`src/rtl/imf_pkg.sv`:
```
package imf_pkg;

    localparam int unsigned TOV_BIT = 1;  // overflow flag / enable position
    localparam int unsigned XEN_BIT = 6;  // external enable position
    localparam int unsigned VEC_EXT = 1;
    localparam int unsigned VEC_TMR = 2;

    typedef enum logic [1:0] {
        SENSE_LOW  = 2'b00,
        SENSE_RSVD = 2'b01,
        SENSE_FALL = 2'b10,
        SENSE_RISE = 2'b11
    } sense_e;

    typedef struct packed {
        logic tov;
        logic toie;
        logic xen;
    } imf_regs_t;

endpackage

```
`src/rtl/imf_sync.sv`:
```
module imf_sync #(
    parameter int unsigned STAGES  = 2,
    parameter logic        RST_VAL = 1'b1
) (
    input  logic clk,
    input  logic rst_n,
    input  logic d,
    output logic q
);
    logic [STAGES-1:0] sh_d, sh_q;

    always_comb begin
        sh_d = sh_q;
        for (int i = STAGES - 1; i > 0; i--) begin
            sh_d[i] = sh_q[i-1];
        end
        sh_d[0] = d;
    end

    always_ff @(posedge clk or negedge rst_n) begin
        if (!rst_n) sh_q <= {STAGES{RST_VAL}};
        else        sh_q <= sh_d;
    end

    assign q = sh_q[STAGES-1];
endmodule

```
`src/rtl/imf_ext_sense.sv`:
```
module imf_ext_sense
    import imf_pkg::*;
(
    input  logic       clk,
    input  logic       rst_n,
    input  logic       pin_s,
    input  logic [1:0] sense,
    input  logic       clr,
    output logic       trig
);
    typedef struct packed {
        logic prev;
        logic pend;
    } sense_st_t;

    sense_st_t st_d, st_q;
    sense_e    mode;
    logic      rise, fall, hit;

    assign mode = sense_e'(sense);

    always_comb begin
        st_d      = st_q;
        rise      = pin_s & ~st_q.prev;
        fall      = ~pin_s & st_q.prev;
        hit       = ((mode == SENSE_RISE) & rise) | ((mode == SENSE_FALL) & fall);
        st_d.prev = pin_s;
        st_d.pend = hit | (st_q.pend & ~clr);
        unique case (mode)
            SENSE_LOW:             trig = ~pin_s;
            SENSE_FALL, SENSE_RISE: trig = st_q.pend;
            default:               trig = 1'b0;
        endcase
    end

    always_ff @(posedge clk or negedge rst_n) begin
        if (!rst_n) st_q <= '{prev: 1'b1, pend: 1'b0};
        else        st_q <= st_d;
    end
endmodule

```
`src/rtl/imf_arbiter.sv`:
```
module imf_arbiter
    import imf_pkg::*;
#(
    parameter int unsigned VEC_W = 4
) (
    input  logic             ext_req,
    input  logic             tmr_req,
    input  logic             ack,
    output logic             req,
    output logic [VEC_W-1:0] vec,
    output logic             ack_ext,
    output logic             ack_tmr
);
    always_comb begin
        req     = ext_req | tmr_req;
        ack_ext = ack & ext_req;
        ack_tmr = ack & ~ext_req & tmr_req;
        if (ext_req)      vec = VEC_W'(VEC_EXT);
        else if (tmr_req) vec = VEC_W'(VEC_TMR);
        else              vec = '0;
    end
endmodule

```
`src/rtl/imf_unit.sv`:
```
module imf_unit
    import imf_pkg::*;
#(
    parameter int unsigned ADDR_W      = 6,
    parameter int unsigned DATA_W      = 8,
    parameter int unsigned VEC_W       = 4,
    parameter int unsigned SYNC_STAGES = 2,
    parameter logic [ADDR_W-1:0] TFLAG_ADDR = ADDR_W'('h38),
    parameter logic [ADDR_W-1:0] TMASK_ADDR = ADDR_W'('h39),
    parameter logic [ADDR_W-1:0] XMASK_ADDR = ADDR_W'('h3B)
) (
    input  logic              clk,
    input  logic              rst_n,
    input  logic [ADDR_W-1:0] io_addr,
    input  logic              io_we,
    input  logic [DATA_W-1:0] io_wdata,
    output logic [DATA_W-1:0] io_rdata,
    input  logic              tmr_ovf,
    input  logic              ext_pin,
    input  logic [1:0]        sense_sel,
    input  logic              gie,
    input  logic              irq_ack,
    output logic              irq_req,
    output logic [VEC_W-1:0]  irq_vec
);
    imf_regs_t st_d, st_q;
    logic      pin_s, ext_trig, ext_req, tmr_req, ack_ext, ack_tmr;
    logic      w1c, tov_flag;
    logic      unused_wbits;

    assign unused_wbits = ^io_wdata;
    assign tov_flag     = st_q.tov;

    imf_sync #(.STAGES(SYNC_STAGES), .RST_VAL(1'b1)) u_sync (
        .clk(clk), .rst_n(rst_n), .d(ext_pin), .q(pin_s)
    );

    imf_ext_sense u_sense (
        .clk(clk), .rst_n(rst_n), .pin_s(pin_s), .sense(sense_sel),
        .clr(ack_ext), .trig(ext_trig)
    );

    assign tmr_req = gie & st_q.toie & st_q.tov;
    assign ext_req = gie & st_q.xen & ext_trig;

    imf_arbiter #(.VEC_W(VEC_W)) u_arb (
        .ext_req(ext_req), .tmr_req(tmr_req), .ack(irq_ack),
        .req(irq_req), .vec(irq_vec), .ack_ext(ack_ext), .ack_tmr(ack_tmr)
    );

    always_comb begin
        st_d = st_q;
        w1c  = io_we & (io_addr == TFLAG_ADDR) & io_wdata[TOV_BIT];
        if (io_we && io_addr == TMASK_ADDR) st_d.toie = io_wdata[TOV_BIT];
        if (io_we && io_addr == XMASK_ADDR) st_d.xen  = io_wdata[XEN_BIT];
        st_d.tov = tmr_ovf | (st_q.tov & ~(w1c | ack_tmr));

        io_rdata = '0;
        if (io_addr == TFLAG_ADDR)      io_rdata[TOV_BIT] = st_q.tov;
        else if (io_addr == TMASK_ADDR) io_rdata[TOV_BIT] = st_q.toie;
        else if (io_addr == XMASK_ADDR) io_rdata[XEN_BIT] = st_q.xen;
    end

    always_ff @(posedge clk or negedge rst_n) begin
        if (!rst_n) st_q <= '0;
        else        st_q <= st_d;
    end
endmodule

```
`config.mk`:
```
export PLATFORM = sky130hd
export DESIGN_NAME = imf_unit
export DESIGN_NICKNAME = d
export VERILOG_FILES = /design/src/rtl/imf_pkg.sv /design/src/rtl/imf_sync.sv /design/src/rtl/imf_ext_sense.sv /design/src/rtl/imf_arbiter.sv /design/src/rtl/imf_unit.sv
export SDC_FILE = /design/constraint.sdc
export NUM_CORES = 1
export LEC_CHECK = 0
export BUFFER_PORTS_ARGS = -buffer_cell sky130_fd_sc_hd__buf_2
export CORE_AREA = 2 2 39 41
export DETAILED_ROUTE_END_ITERATION = 8
export DIE_AREA = 0 0 41 43
export GPL_TIMING_DRIVEN = 0
export PLACE_DENSITY = 0.71
export SYNTH_ARGS = -nofsm -noshare
export SYNTH_HDL_FRONTEND = slang
export SYNTH_SLANG_ARGS = --single-unit
```
`constraint.sdc`:
```
create_clock -name clk -period 1.99 [get_ports clk]
set_input_delay 0.199 -clock clk [delete_from_list [all_inputs] [get_ports clk]]
set_output_delay 0.199 -clock clk [all_outputs]
set_load 0.05 [all_outputs]
```
# == Yosys cells after proc, flatten, opt, wreduce, memory -nomap -nowiden ==
# Cells that the tools add are included.
# totals
word_cells,48
ff_bits,7
inputBits,23
# classes
n_eq_ne,5
n_mux,8
n_bitwise,25
reduce_logical,4
# op_table
op,count
$eq A6 B6 Y1 const B,3
$and A1 B1 Y1,15
$mux W1,5
$not A1 Y1,5
$or A1 B1 Y1,5
$eq A2 B2 Y1 const B,2
$mux W4,1
$logic_and A1 B1 Y1,2
$logic_not A2 Y1,1
$mux W2,1
$pmux W1 S2,1
$reduce_or A2 Y1,1

# == Depth between registers and ports, before layout ==
# logic_depth
depth_word,11
depth_mapped,3
ltp_nobuf,3

# == Cells and area by module ==
# A second synthesis with hierarchy kept.
# unflattened
cells_unflattened,46
hier_area_um2,462.9
# by_module_without_submodules
module,n_inst,seq_area_each_um2,cells_per_inst,area_per_inst_um2
imf_unit,1,75.1,28,257.7
imf_ext_sense,1,51.3,8,97.6
imf_arbiter,1,0.0,8,55.1
imf_sync,1,52.6,2,52.6

# == Worst setup path before layout ==
# No wires, ideal clock.
# synth_timing
path_kind,input to output
start,in io_addr[2]
end,out io_rdata[1]
stages,2
path_slack_ps,319
t_arrival_ps,1472
cell_sequence,nand4b_1 -> nor3_1
# synth_via
elab_chain_len,3
word_cells_on_any_way,4
cone_classes,2 x eq/ne; 2 x mux
# synth_lines
item,line,source
from (decl),imf_unit.sv:14,"input logic [ADDR_W-1:0] io_addr,"
$eq A6 B6 Y1,imf_unit.sv:60,else if (io_addr == TMASK_ADDR) io_rdata[TOV_BIT] = st_q.toie;
$mux W1,imf_unit.sv:60,
$mux W1 *,imf_unit.sv:59,if (io_addr == TFLAG_ADDR) io_rdata[TOV_BIT] = st_q.tov;
to (decl),imf_unit.sv:17,"output logic [DATA_W-1:0] io_rdata,"
# Mark *: on every way between the ends. The rest lies on a longest branch, timed or not.

# == Worst setup path in the final report ==
# layout_timing
start,reg u_sync.sh_q[1]
end,out irq_req
# layout_via
elab_chain_len,4
# layout_lines
item,line,source
from (decl),imf_sync.sv:10,"logic [STAGES-1:0] sh_d, sh_q;"
from (signal assigned),imf_sync.sv:21,if (!rst_n) sh_q <= {STAGES{RST_VAL}};
$not A1 Y1,imf_ext_sense.sv:30,SENSE_LOW: trig = ~pin_s;
$pmux W1 S2,imf_ext_sense.sv:29,unique case (mode)
$and A1 B1 Y1,imf_unit.sv:44,assign ext_req = gie & st_q.xen & ext_trig;
named net ext_req,imf_unit.sv:27,"logic pin_s, ext_trig, ext_req, tmr_req, ack_ext, ack_tmr;"
$or A1 B1 Y1,imf_arbiter.sv:15,req = ext_req | tmr_req;
to (decl),imf_unit.sv:23,"output logic irq_req,"
# The timed path passes the listed nets, and every way through them passes these cells.

==> flow_summary.toml <==
[pwr]
ir_drop_uv = 390.1
power.share.sequential_pct = 40.2
combPwrFrac_pct = 29.6
finalPower_mw = 0.4049
p_leak_nw = 0.3399
p_per_area_mw_per_mm2 = 632.1
switchingPower_mw = 0.1305
p_clk_share_pct = 30.2
intPower_mw = 0.2744
swShare_pct = 32.23

[setup_path]
cp-end-kind = "output pin"
path_delay_family = "simple AND/OR/NAND/NOR gates"
worst-path-max-fanout = 5
critPathLaunchType = "flip-flop"
path_cells = "or3_4, a21oi_4, nand2b_1, buf_2"
reg2reg_depth = 3
ff2ff_setup_slack_ps = 750
worstReg2RegEnd = "tov_flag"
critPathLaunch = "u_sync.sh_q[1]"
r2r_start = "u_sync.sh_q[1]"
crit_buf_inv = 1
crit_required_ps = 1790
crit_path_end = "irq_req"
worstPathArrival_ps = 1520
crit_path_top_delay_cell = "dfstp_2"
critPathKind = "reg -> out"
cp.depth = 4
cpPeakStageDelay_ps = 380

[yosys]
synth_top_area_cell = "dfrtp_1"
syn_inst = 43
synth_common_cells = "9 x buf_4, 4 x dfrtp_1, 3 x dfstp_2, 3 x nand2_1, 3 x nand2b_1"
synth_seq_area_share_pct = 39.50
yosysMostFrequentCell = "buf_4"
ys.flop_type = "dfrtp_1"
synthDistinctLibCells = 24
ys_async_sr_fraction_pct = 100.0
avgSynthCellArea_sq_um = 10.53
yosys_register_bits = 7
synth.area.top_cells = "dfrtp_1 22%, dfstp_2 17%, buf_4 15%, mux2_1 5.0%, nand2b_1 4.1%"
synth.top_cell.area_share_pct = 22.10
ys_warn_count = 0
synth_edf_count = 0
syn_area_sq_um = 452.9

[timing]
fmax_ghz = 0.5832
grt_setup_unrepaired = "no"
hold_viol = 0
min_period_ps = 1715
period_share_pct = 86.17
setup_violations = 0
setup_tns_ps = 0
maxSlewViolCount = 0
finClkSkew_ps = 0.4938

[detailed_routing]
postRouteAntennaNets = 0
via_count = 393
wire_per_inst_microns = 7.913
drtIter0Drc = 0
vias_per_cell = 4.272
totalWireLength_microns = 728
drc = 0
drt_first_pass_iters = 1

[grt]
overflow = 0
grt_pass1_wl_microns = 1014
grt_pass1_vias = 312
antenna_found_initial = 0
grt_max_degree = 8
grt_usage_pct = 8.731

[layout]
final_cells = 92
finalNetCount = 100
drive_gt1_share_pct = 52.63
fin_area_sq_um = 640.6
fillCellCount = 146
diodes = 0
syn2layout_area_growth_pct = 41.44

[clocking]
cts_hold_buffers = 1
numCtsBuffers = 3
cts_buffer_depth = 2
htreeDepth = 1
cts.sinks = 7
clk_pin_slew_ps = 50
cts_root_buf = "clkbuf_4"
cts_tree = "yes"
post_cts_buffers = 0
clock_latency_ps = 240
cts_resized = 0

[placed_design]
dpl.cell_count = 87
post-dp-hpwl_microns = 649.7
globalplace.congestion = 0.6543
postPlaceCellArea_sq_um = 604.3
io_buffers = 21

[floorplanning]
core_sq_mm = 0.001384
die_x_microns = 41
die_y_microns = 43
rows = 14
fp.dieArea_sq_mm = 0.001763
io_pins = 36
initial_utilization_pct = 32.73

[job]
max-cap-violations = 0

[run_status]
status = "finished clean"

[hold_path]
hold_path.class = "in -> reg"
## sequential cells by signal (all words and copies together), names as in the netlist
name,count
st_q,2
u_sense.st_q,2
u_sync.sh_q,2
tov_flag,1
## through the flow
step	utilization, %	worst slack, ps	hold slack (ps)
2_1_floorplan	-	319.5	-96.59
3_3_place_gp	43.67	523.7	32.90
3_5_place_dp	43.67	519.7	33.75
4_1_cts	46.29	252.7	44.53
5_1_grt	46.29	215.4	37.24
6_report	46.29	275.2	53.85
## power by group through the flow
stage	clock network (mW)	registers [mW]	logic, mW
finish	0.122	0.163	0.120
detailed placement	0	0.165	0.119
global placement	0	0.165	0.118
CTS	0.128	0.163	0.120
floorplan	0	0.163	0.0897
global route	0.135	0.164	0.129
## layout by cell type, fill, tap and decap left out, drive strengths merged
cell         instances
buf                 30
conb                 8
dfrtp                4
clkbuf               4
nand2                3
nand2b               3
dfstp                3
nand4b               2
mux2                 2
or3                  1
a21oi                1
nand3                1
o41a                 1
o32a                 1
nor2                 1
inv                  1
and3b                1
nor3b                1
o21ai                1
o211ai               1
mux2i                1
nor3                 1
and4b                1
and4                 1
nand4                1
dlygate4sd3          1
## cell families after synthesis
family	Yosys count	synth area share [%]
and+or+nand+nor	17	25.41
muxes	3	7.182
other	1	0.8279
buffers and inverters	10	15.74
AOI/OAI and AO/OA	5	11.33
DFF	7	39.50
## worst min-delay path by stage
stage                     startpoint        endpoint  slack (ps)  depth (start not counted)
final                        ext_pin  u_sync.sh_q[0]          50                          1
after global routing         ext_pin  u_sync.sh_q[0]          40                          1
after CTS                    ext_pin  u_sync.sh_q[0]          40                          1
after detailed placement       rst_n        tov_flag          30                          1
after global placement         rst_n         st_q[0]          30                          1
after floorplan                rst_n         st_q[0]        -100                          0
## metal layers
metal  up-vias  wire, microns  track usage, %  part of all wire (%)
met5         -              0               0                     0
met4         0             17           8.000                   2.3
met3         2             72           1.571                   9.9
met2        17            328           13.75                    45
met1       167            309           9.000                    42
li1        207              -               -                     -
## layout make-up
cell class	instances	area (sq um)	area share, %
clock buffers	4	26.28	4.102
multi-input cells	33	229.0	35.74
inverters	1	3.754	0.5859
well taps	16	20.02	3.125
plain buffers	9	67.56	10.55
flip-flops and latches	7	178.9	27.93
repair buffers	22	115.1	17.97
No activity file was read; power rests on OpenSTA's default activity.
